[config.mk]
export PLATFORM = sky130hd
export DESIGN_NAME = evc_top
export DESIGN_NICKNAME = d
export VERILOG_FILES = /design/src/rtl/evc_pkg.sv /design/src/rtl/evc_sync.sv /design/src/rtl/evc_bank.sv /design/src/rtl/evc_top.sv
export SDC_FILE = /design/constraint.sdc
export NUM_CORES = 2
export LEC_CHECK = 0
export ABC_AREA = 0
export ABC_CLOCK_PERIOD_IN_PS = 7940
export BUFFER_PORTS_ARGS = -buffer_cell sky130_fd_sc_hd__buf_4
export CAP_MARGIN = 20
export CORE_MARGIN = 4
export CORE_UTILIZATION = 45
export CTS_CLUSTER_SIZE = 16
export DETAILED_ROUTE_END_ITERATION = 8
export SYNTH_ARGS = -nofsm -noshare
export SYNTH_HDL_FRONTEND = slang
export SYNTH_SLANG_ARGS = --single-unit
[constraint.sdc]
create_clock -name clk -period 7.94 [get_ports clk]
set_input_delay 0.397 -clock clk [delete_from_list [all_inputs] [get_ports clk]]
set_output_delay 0.397 -clock clk [all_outputs]
set_load 0.01 [all_outputs]
[src/rtl/evc_pkg.sv]
package evc_pkg;
  // offsets inside one bank window
  localparam logic [4:0] OFS_RISE_EN = 5'h00;
  localparam logic [4:0] OFS_FALL_EN = 5'h04;
  localparam logic [4:0] OFS_RISE_PD = 5'h0C;
  localparam logic [4:0] OFS_FALL_PD = 5'h10;
  localparam logic [4:0] OFS_SECURE  = 5'h14;
  localparam logic [4:0] OFS_PRIVIL  = 5'h18;
  // global addresses
  localparam int BANK_STRIDE = 'h20;
  localparam int A_PORTSEL   = 'h060;
  localparam int A_LOCK      = 'h070;
  localparam int A_MASK      = 'h080;
  localparam int MASK_STRIDE = 'h10;
  localparam int A_CID       = 'h180;
  localparam int A_CFGMAP    = 'h3EC;
  localparam int A_HWDESC    = 'h3F0;
  localparam int N_PORTSEL   = 4;
endpackage

[src/rtl/evc_sync.sv]
module evc_sync #(
  parameter int W = 96
) (
  input  logic         clk,
  input  logic         rst,
  input  logic [W-1:0] async_i,
  output logic [W-1:0] sync_o
);
  logic [W-1:0] st1_q, st2_q;

  always_ff @(posedge clk) begin
    if (rst) begin
      st1_q <= '0;
      st2_q <= '0;
    end else begin
      st1_q <= async_i;
      st2_q <= st1_q;
    end
  end

  assign sync_o = st2_q;
endmodule

[src/rtl/evc_bank.sv]
module evc_bank #(
  parameter int               LPB = 32,
  parameter logic [LPB-1:0]   CFG = '1
) (
  input  logic           clk,
  input  logic           rst,
  input  logic [LPB-1:0] lvl_i,
  input  logic [LPB-1:0] rise_en_i,
  input  logic [LPB-1:0] fall_en_i,
  input  logic [LPB-1:0] rise_clr_i,
  input  logic [LPB-1:0] fall_clr_i,
  output logic [LPB-1:0] rise_pd_o,
  output logic [LPB-1:0] fall_pd_o
);
  logic [LPB-1:0] prev_q, rise_evt, fall_evt, rpd_q, fpd_q;

  // edge detector only on lines the build marks configurable
  for (genvar i = 0; i < LPB; i++) begin : g_line
    if (CFG[i]) begin : g_edge
      assign rise_evt[i] = lvl_i[i] & ~prev_q[i] & rise_en_i[i];
      assign fall_evt[i] = ~lvl_i[i] & prev_q[i] & fall_en_i[i];
    end else begin : g_plain
      assign rise_evt[i] = 1'b0;
      assign fall_evt[i] = 1'b0;
    end
  end

  always_ff @(posedge clk) begin
    if (rst) begin
      prev_q <= '0;
      rpd_q  <= '0;
      fpd_q  <= '0;
    end else begin
      prev_q <= lvl_i;
      rpd_q  <= ((rpd_q & ~rise_clr_i) | rise_evt) & CFG;
      fpd_q  <= ((fpd_q & ~fall_clr_i) | fall_evt) & CFG;
    end
  end

  assign rise_pd_o = rpd_q;
  assign fall_pd_o = fpd_q;

  // a detected edge is always latched, even against a clear
  p_rise_latch_r4: assert property (@(posedge clk) disable iff (rst)
    (rise_evt != '0) |=> ((rise_pd_o & $past(rise_evt)) == $past(rise_evt)));
  p_fall_latch_r3: assert property (@(posedge clk) disable iff (rst)
    (fall_evt != '0) |=> ((fall_pd_o & $past(fall_evt)) == $past(fall_evt)));
endmodule

[src/rtl/evc_top.sv]
module evc_top #(
  parameter int NBANK = 3,
  parameter int LPB   = 32,
  parameter int NCPU  = 2,
  parameter int CID_W = 3,
  parameter logic [NBANK*LPB-1:0] CFG_MAP = {32'h00FF_FFFF, 32'hFFFF_FFFF, 32'hFFFF_0FFF}
) (
  input  logic                 clk,
  input  logic                 rst,
  input  logic [NBANK*LPB-1:0] ev_i,
  input  logic                 bus_wr,
  input  logic                 bus_rd,
  input  logic [9:0]           bus_addr,
  input  logic [31:0]          bus_wdata,
  input  logic                 bus_sec,
  input  logic                 bus_priv,
  output logic [31:0]          bus_rdata,
  output logic [NBANK*LPB-1:0] irq_o
);
  import evc_pkg::*;

  localparam int NEV = NBANK * LPB;
  localparam int CIW = $clog2(NEV);
  localparam logic [31:0] HWDESC = {4'd0, 4'(CID_W), 12'd0, 4'(NCPU - 1), 8'(NEV - 1)};

  typedef logic [NBANK-1:0][LPB-1:0] bankvec_t;

  bankvec_t rise_en_q, fall_en_q, sec_q, priv_q, mask_q;
  bankvec_t rise_clr, fall_clr, rise_pd, fall_pd, allow, cfg_v, lvl_v, irq_d;
  logic [NEV-1:0] sync_w, allow_flat;
  logic [31:0]    portsel_q [N_PORTSEL];
  logic [3:0]     cid_q [NEV];
  logic           lock_q;
  logic [31:0]    rd_d, rdata_q;
  logic [NEV-1:0] irq_q;
  logic           cid_hit;
  logic [CIW-1:0] cid_idx;

  assign cfg_v      = CFG_MAP;
  assign lvl_v      = sync_w;
  assign allow_flat = allow;

  evc_sync #(.W(NEV)) u_sync (
    .clk(clk), .rst(rst), .async_i(ev_i), .sync_o(sync_w)
  );

  // write filter per line from the requester's attributes
  always_comb begin
    for (int b = 0; b < NBANK; b++) begin
      allow[b] = ~(({LPB{~bus_sec}} & sec_q[b]) | ({LPB{~bus_priv}} & priv_q[b]));
      rise_clr[b] = (bus_wr && int'(bus_addr) == b*BANK_STRIDE + int'(OFS_RISE_PD))
                    ? bus_wdata & allow[b] : '0;
      fall_clr[b] = (bus_wr && int'(bus_addr) == b*BANK_STRIDE + int'(OFS_FALL_PD))
                    ? bus_wdata & allow[b] : '0;
    end
  end

  assign cid_hit = int'(bus_addr) >= A_CID && int'(bus_addr) < A_CID + 4*NEV
                   && bus_addr[1:0] == 2'b00;
  assign cid_idx = CIW'((int'(bus_addr) - A_CID) / 4);

  for (genvar b = 0; b < NBANK; b++) begin : g_bank
    evc_bank #(.LPB(LPB), .CFG(CFG_MAP[b*LPB +: LPB])) u_bank (
      .clk(clk), .rst(rst), .lvl_i(lvl_v[b]),
      .rise_en_i(rise_en_q[b]), .fall_en_i(fall_en_q[b]),
      .rise_clr_i(rise_clr[b]), .fall_clr_i(fall_clr[b]),
      .rise_pd_o(rise_pd[b]), .fall_pd_o(fall_pd[b])
    );
    assign irq_d[b] = (((rise_pd[b] | fall_pd[b]) & cfg_v[b]) | (lvl_v[b] & ~cfg_v[b])) & mask_q[b];
  end

  function automatic logic [LPB-1:0] merge(input logic [LPB-1:0] old, wr, ok);
    return (old & ~ok) | (wr & ok);
  endfunction

  always_ff @(posedge clk) begin
    if (rst) begin
      rise_en_q <= '0;
      fall_en_q <= '0;
      sec_q     <= '0;
      priv_q    <= '0;
      mask_q    <= '0;
      lock_q    <= 1'b0;
      for (int n = 0; n < N_PORTSEL; n++) portsel_q[n] <= '0;
      for (int e = 0; e < NEV; e++) cid_q[e] <= '0;
    end else if (bus_wr) begin
      for (int b = 0; b < NBANK; b++) begin
        if (int'(bus_addr) == b*BANK_STRIDE + int'(OFS_RISE_EN))
          rise_en_q[b] <= merge(rise_en_q[b], bus_wdata, allow[b]) & cfg_v[b];
        if (int'(bus_addr) == b*BANK_STRIDE + int'(OFS_FALL_EN))
          fall_en_q[b] <= merge(fall_en_q[b], bus_wdata, allow[b]) & cfg_v[b];
        if (!lock_q && int'(bus_addr) == b*BANK_STRIDE + int'(OFS_SECURE))
          sec_q[b] <= merge(sec_q[b], bus_wdata, allow[b]);
        if (!lock_q && int'(bus_addr) == b*BANK_STRIDE + int'(OFS_PRIVIL))
          priv_q[b] <= merge(priv_q[b], bus_wdata, allow[b]);
        if (int'(bus_addr) == A_MASK + b*MASK_STRIDE)
          mask_q[b] <= merge(mask_q[b], bus_wdata, allow[b]);
      end
      for (int n = 0; n < N_PORTSEL; n++)
        if (int'(bus_addr) == A_PORTSEL + 4*n) portsel_q[n] <= bus_wdata;
      if (int'(bus_addr) == A_LOCK && bus_wdata[0]) lock_q <= 1'b1;
      if (cid_hit && !lock_q && allow_flat[cid_idx])
        cid_q[cid_idx] <= {bus_wdata[6:4], bus_wdata[0]};
    end
  end

  always_comb begin
    rd_d = '0;
    for (int b = 0; b < NBANK; b++) begin
      if (int'(bus_addr) == b*BANK_STRIDE + int'(OFS_RISE_EN)) rd_d = rise_en_q[b] & allow[b];
      if (int'(bus_addr) == b*BANK_STRIDE + int'(OFS_FALL_EN)) rd_d = fall_en_q[b] & allow[b];
      if (int'(bus_addr) == b*BANK_STRIDE + int'(OFS_RISE_PD)) rd_d = rise_pd[b] & allow[b];
      if (int'(bus_addr) == b*BANK_STRIDE + int'(OFS_FALL_PD)) rd_d = fall_pd[b] & allow[b];
      if (int'(bus_addr) == b*BANK_STRIDE + int'(OFS_SECURE))  rd_d = sec_q[b] & allow[b];
      if (int'(bus_addr) == b*BANK_STRIDE + int'(OFS_PRIVIL))  rd_d = priv_q[b] & allow[b];
      if (int'(bus_addr) == A_MASK + b*MASK_STRIDE)            rd_d = mask_q[b] & allow[b];
      if (int'(bus_addr) == A_CFGMAP - 4*b)                    rd_d = cfg_v[b];
    end
    for (int n = 0; n < N_PORTSEL; n++)
      if (int'(bus_addr) == A_PORTSEL + 4*n) rd_d = portsel_q[n];
    if (int'(bus_addr) == A_LOCK)   rd_d = {31'd0, lock_q};
    if (int'(bus_addr) == A_HWDESC) rd_d = HWDESC;
    if (cid_hit && allow_flat[cid_idx])
      rd_d = {25'd0, cid_q[cid_idx][3:1], 3'd0, cid_q[cid_idx][0]};
  end

  always_ff @(posedge clk) begin
    if (rst) begin
      rdata_q <= '0;
      irq_q   <= '0;
    end else begin
      if (bus_rd) rdata_q <= rd_d;
      irq_q <= irq_d;
    end
  end

  assign bus_rdata = rdata_q;
  assign irq_o     = irq_q;

  p_lock_sticky_r8: assert property (@(posedge clk) disable iff (rst) lock_q |=> lock_q);
  p_lock_freeze_r8: assert property (@(posedge clk) disable iff (rst)
    lock_q |=> ($stable(sec_q) && $stable(priv_q)));
  p_irq_masked_r5: assert property (@(posedge clk) disable iff (rst)
    (irq_o & ~$past(mask_q)) == '0);
  p_secure_filter_r9: assert property (@(posedge clk) disable iff (rst)
    (bus_wr && !bus_sec) |=> (((rise_en_q ^ $past(rise_en_q)) & $past(sec_q)) == '0));
endmodule

==> flow_summary.html <==
<table>
<tr><th>Metric</th><th>Value</th></tr>
<tr><th colspan="2">Global routing</th></tr>
<tr><td>Global router's overall resource usage</td><td>0.359</td></tr>
<tr><td>Antenna violations before repair</td><td>32</td></tr>
<tr><td>Wire length of the first global-routing pass</td><td>444000 um</td></tr>
<tr><td>Global route total overflow</td><td>0</td></tr>
<tr><td>Number of global-route vias before repair</td><td>62100</td></tr>
<tr><td>Pin count of the biggest net entering global routing</td><td>207</td></tr>
<tr><th colspan="2">Placed design</th></tr>
<tr><td>Placed wire-length estimate</td><td>207000 um</td></tr>
<tr><td>Weighted congestion at the end of routability-driven global placement</td><td>1.02</td></tr>
<tr><td>Worst-case setup slack after placement</td><td>1.67 ns</td></tr>
<tr><td>I/O Buffers</td><td>271</td></tr>
<tr><th colspan="2">Logic synthesis</th></tr>
<tr><td>Post-synthesis cell type with the largest combined area</td><td>sky130_fd_sc_hd__dfxtp_1</td></tr>
<tr><td>Dominant register cell in the synthesized netlist</td><td>sky130_fd_sc_hd__dfxtp_1</td></tr>
<tr><td>Cell types with the largest area share after synthesis</td><td>sky130_fd_sc_hd__dfxtp_1 28%, sky130_fd_sc_hd__edfxtp_1 26%, sky130_fd_sc_hd__a21oi_1 5.2%</td></tr>
<tr><td>Top cells by count, synth</td><td>1029 x sky130_fd_sc_hd__dfxtp_1, 799 x sky130_fd_sc_hd__nor2_1, 764 x sky130_fd_sc_hd__a21oi_1</td></tr>
<tr><td>Most frequently used cell type in the post-synthesis netlist</td><td>sky130_fd_sc_hd__dfxtp_1</td></tr>
<tr><td>Share of synthesized flip-flops with an asynchronous set or reset</td><td>0</td></tr>
<tr><td>Fraction of the yosys area taken by sequential cells</td><td>0.541</td></tr>
<tr><td>Count of state elements after synthesis</td><td>1669</td></tr>
<tr><td>Post-synth cell types</td><td>113</td></tr>
<tr><td>Number of synthesized flops with an enable pin</td><td>640</td></tr>
<tr><td>Cell area after synthesis</td><td>0.0736 mm2</td></tr>
<tr><td>Synth Instances</td><td>7668</td></tr>
<tr><td>Count of yosys warnings during synthesis</td><td>0</td></tr>
<tr><td>Mean post-synth cell area</td><td>9.60 um2</td></tr>
<tr><td>Portion of synthesized cell area occupied by the leading cell type</td><td>0.280</td></tr>
<tr><th colspan="2">Clock tree</th></tr>
<tr><td>Clock transition at the registers of the reported paths</td><td>0.06 ns</td></tr>
<tr><td>Skew-Pair Late Insertion Delay</td><td>0.89 ns</td></tr>
<tr><td>Root buf cell</td><td>sky130_fd_sc_hd__clkbuf_16</td></tr>
<tr><td>Number of sinks driven by the clock tree</td><td>1669</td></tr>
<tr><td>CTS resizes</td><td>0</td></tr>
<tr><td>Longest Clk Path Bufs</td><td>3</td></tr>
<tr><td>TritonCTS clock tree</td><td>yes</td></tr>
<tr><td>H-tree Lvls</td><td>4</td></tr>
<tr><td>Clock buffer count from CTS</td><td>180</td></tr>
<tr><th colspan="2">Setup path</th></tr>
<tr><td>Class of the most critical setup path</td><td>in2reg</td></tr>
<tr><td>Path depth of the worst reg2reg path</td><td>9</td></tr>
<tr><td>R2R setup slack</td><td>3.34 ns</td></tr>
<tr><td>Worst endpoint data arrival time</td><td>6.21 ns</td></tr>
<tr><td>Reg2reg end</td><td>cid_q[11][3]</td></tr>
<tr><td>Required time worst endpoint</td><td>8.48 ns</td></tr>
<tr><td>Critical path launch point type</td><td>input port</td></tr>
<tr><td>Highest fanout seen on the critical path</td><td>38</td></tr>
<tr><td>Endpoint type of the worst setup path</td><td>register</td></tr>
<tr><th colspan="2">Status</th></tr>
<tr><td>Failing checks</td><td>design-rule violations</td></tr>
<tr><td>Status</td><td>complete, but fails checks</td></tr>
<tr><th colspan="2">Drt</th></tr>
<tr><td>Drt first-iter violations</td><td>10500</td></tr>
<tr><td>Routed wirelength normalized by instance count</td><td>30.7 um</td></tr>
<tr><td>Drt first pass iters</td><td>9</td></tr>
<tr><td>Post-route antenna net violation count</td><td>0</td></tr>
<tr><td>Drt drc</td><td>7</td></tr>
<tr><td>Routed Wire Length</td><td>316000 um</td></tr>
<tr><td>Post-DR vias/cell</td><td>6.46</td></tr>
<tr><td>Vias</td><td>66500</td></tr>
<tr><th colspan="2">Timing</th></tr>
<tr><td>Ratio of final minimum period to clock period</td><td>0.714</td></tr>
<tr><td>Final Slew Violations</td><td>0</td></tr>
<tr><td>Worst slew margin</td><td>0.133</td></tr>
<tr><td>RSZ-0062 raised after global routing</td><td>false</td></tr>
<tr><td>Worst-case setup margin in the final layout</td><td>2.27 ns</td></tr>
<tr><td>Number of failing setup endpoints in the final timing report</td><td>0</td></tr>
<tr><td>Hold Fails Final Rpt</td><td>0</td></tr>
<tr><td>Setup TNS</td><td>0 ns</td></tr>
<tr><td>Transition time of the tightest slew-check pin</td><td>1.30 ns</td></tr>
<tr><td>Maximum clock frequency</td><td>176 MHz</td></tr>
<tr><td>Fin Clk Skew</td><td>0.0678 ns</td></tr>
<tr><td>Min Tclk post-route</td><td>5.67 ns</td></tr>
<tr><th colspan="2">Power and ir drop</th></tr>
<tr><td>Total power density per cell area</td><td>226 mW/mm2</td></tr>
<tr><td>Worst ir drop on vdd</td><td>0.226 mV</td></tr>
<tr><td>Leakage</td><td>30.2 nW</td></tr>
<tr><th colspan="2">Hold path</th></tr>
<tr><td>Worst hold-check path type</td><td>in2reg</td></tr>
<tr><td>Number of instances on the worst hold path</td><td>3</td></tr>
<tr><td>Start point of the worst min-delay path</td><td>bus_wdata[2]</td></tr>
<tr><th colspan="2">Die</th></tr>
<tr><td>Die Y-Extent</td><td>413 um</td></tr>
<tr><td>Site Rows</td><td>148</td></tr>
<tr><td>Effective utilization at floorplan</td><td>0.452</td></tr>
<tr><td>I/O pin total</td><td>272</td></tr>
<tr><td>Area of the core</td><td>0.163 mm2</td></tr>
<tr><td>DIE AREA</td><td>0.170 mm2</td></tr>
<tr><td>DIE WIDTH</td><td>413 um</td></tr>
<tr><th colspan="2">Layout</th></tr>
<tr><td>Number of nets in the final layout</td><td>8096</td></tr>
<tr><td>Number of fillers in the final layout</td><td>14700</td></tr>
<tr><td>Fraction of layout instances using a drive strength above 1</td><td>0.118</td></tr>
<tr><td>Relative area change from synthesis to final layout</td><td>16.5%</td></tr>
<tr><td>End-of-flow core utilization</td><td>0.527</td></tr>
<tr><th colspan="2">Run</th></tr>
<tr><td>Number of maximum-capacitance constraint violations</td><td>0</td></tr>
</table>
report_power, final:
| part | leakage (nW) | switching, mW | internal, mW | total, mW |
|---|---|---|---|---|
| combinational | 12.2 | 0.908 | 0.354 | 1.26 |
| sequential | 14.9 | 0.0789 | 9.07 | 9.15 |
| clock | 3.13 | 3.75 | 5.20 | 8.94 |
| total | 30.2 | 4.73 | 14.6 | 19.4 |
worst max-delay path, cell delays in order:
cell and delay, ns:
sky130_fd_sc_hd__buf_4 0.58, sky130_fd_sc_hd__ha_4 0.27, sky130_fd_sc_hd__ha_4 0.24, sky130_fd_sc_hd__xnor2_4 0.30, sky130_fd_sc_hd__buf_4 0.40, sky130_fd_sc_hd__nand2_1 0.47
sky130_fd_sc_hd__o22ai_1 0.21, sky130_fd_sc_hd__nor4_1 0.81, sky130_fd_sc_hd__o22ai_1 0.23, sky130_fd_sc_hd__nor4_2 0.46, sky130_fd_sc_hd__o31ai_1 0.27, sky130_fd_sc_hd__nor2_1 0.89
sky130_fd_sc_hd__buf_4 0.38, sky130_fd_sc_hd__a21o_1 0.24
cell type report:
type | count | area [um2] | area share
clock inverters | 84 | 1180 | 0.0138
repair buffers | 620 | 5050 | 0.0588
inverters | 49 | 189 | 0.00220
diodes | 11 | 27.5 | 0.000321
well taps | 2175 | 2720 | 0.0317
clock buffers | 251 | 5180 | 0.0604
multi-input cells | 5429 | 31700 | 0.369
flip-flops and latches | 1669 | 39800 | 0.464
repair_timing:
item                                   CTS  global route
hold buffers                           131             0
endpoints found under the hold margin  405             0
buffers inserted                         0             0
cell families (layout without fill, tap and decap cells):
kind of cell | after synthesis | count (layout) | synth area share
multiplexers | 202 | 202 | 0.0308
adder cells (fa/ha/maj) | 3 | 3 | 0.000510
flip-flops | 1669 | 1669 | 0.541
AND/OR/NAND/NOR | 2729 | 2729 | 0.187
buffers and inverters | 697 | 1004 | 0.0406
other | 1 | 139 | 0.0000509
XOR/XNOR | 9 | 9 | 0.00163
AO/OA/AOI/OAI | 2358 | 2358 | 0.199
layout by cell type, fill, tap and decap left out, types with 43 or more instances in the layout:
cell type / netlist / routed
sky130_fd_sc_hd__mux2i_1: 167 / 167
sky130_fd_sc_hd__a31oi_1: 56 / 56
sky130_fd_sc_hd__a22o_1: 82 / 82
sky130_fd_sc_hd__nand2b_1: 43 / 43
sky130_fd_sc_hd__o21ai_0: 698 / 698
sky130_fd_sc_hd__clkbuf_16: 0 / 183
sky130_fd_sc_hd__edfxtp_1: 640 / 640
sky130_fd_sc_hd__a22oi_1: 156 / 156
sky130_fd_sc_hd__a221oi_1: 47 / 47
sky130_fd_sc_hd__a211oi_1: 54 / 54
sky130_fd_sc_hd__a21o_1: 92 / 92
sky130_fd_sc_hd__nand3b_1: 180 / 180
sky130_fd_sc_hd__nor3b_1: 96 / 96
sky130_fd_sc_hd__a21oi_1: 764 / 763
sky130_fd_sc_hd__inv_1: 47 / 47
sky130_fd_sc_hd__nor2_1: 799 / 779
sky130_fd_sc_hd__o22ai_1: 87 / 87
sky130_fd_sc_hd__dfxtp_1: 1029 / 1029
sky130_fd_sc_hd__nand3_1: 448 / 445
sky130_fd_sc_hd__dlygate4sd3_1: 0 / 131
sky130_fd_sc_hd__nor3_1: 58 / 51
sky130_fd_sc_hd__nor2b_1: 294 / 293
sky130_fd_sc_hd__buf_4: 20 / 480
sky130_fd_sc_hd__conb_1: 1 / 128
sky130_fd_sc_hd__nand2_1: 506 / 496
sky130_fd_sc_hd__and2_1: 147 / 145
worst max path at each step:
stage	from	endpoint	slack (ns)	cells after the start
floorplan	bus_addr[0]	cid_q[14][0]	3.83	18
global placement	bus_addr[2]	cid_q[41][1]	1.68	14
detailed placement	bus_addr[2]	cid_q[11][3]	1.67	14
CTS	bus_addr[2]	cid_q[11][3]	2.54	14
global route	bus_addr[1]	cid_q[11][3]	2.15	16
finish	bus_addr[2]	cid_q[11][3]	2.27	14
per-layer routing:
metal  vias up  wire length, um  track usage
met2      4833           131000        0.514
met1     32100           119000        0.466
met5         -              173            0
li1      28500                -            -
met3      1025            40800        0.108
met4        24            25200        0.238
stage by stage:
step | hold WS, ns | area (um2) | cells | power (mW)
6_report | 0.0900 | 85800 | 10300 | 19.4
5_1_grt | 0.0664 | 85800 | 10300 | 19.8
4_1_cts | 0.00652 | 85700 | 10300 | 19.4
3_5_place_dp | 0.410 | 78000 | 9800 | 10.5
3_3_place_gp | 0.410 | 78000 | 9799 | 10.5
2_1_floorplan | 0.402 | 74100 | 7795 | 9.96
Power figures use the tool's default switching activity.
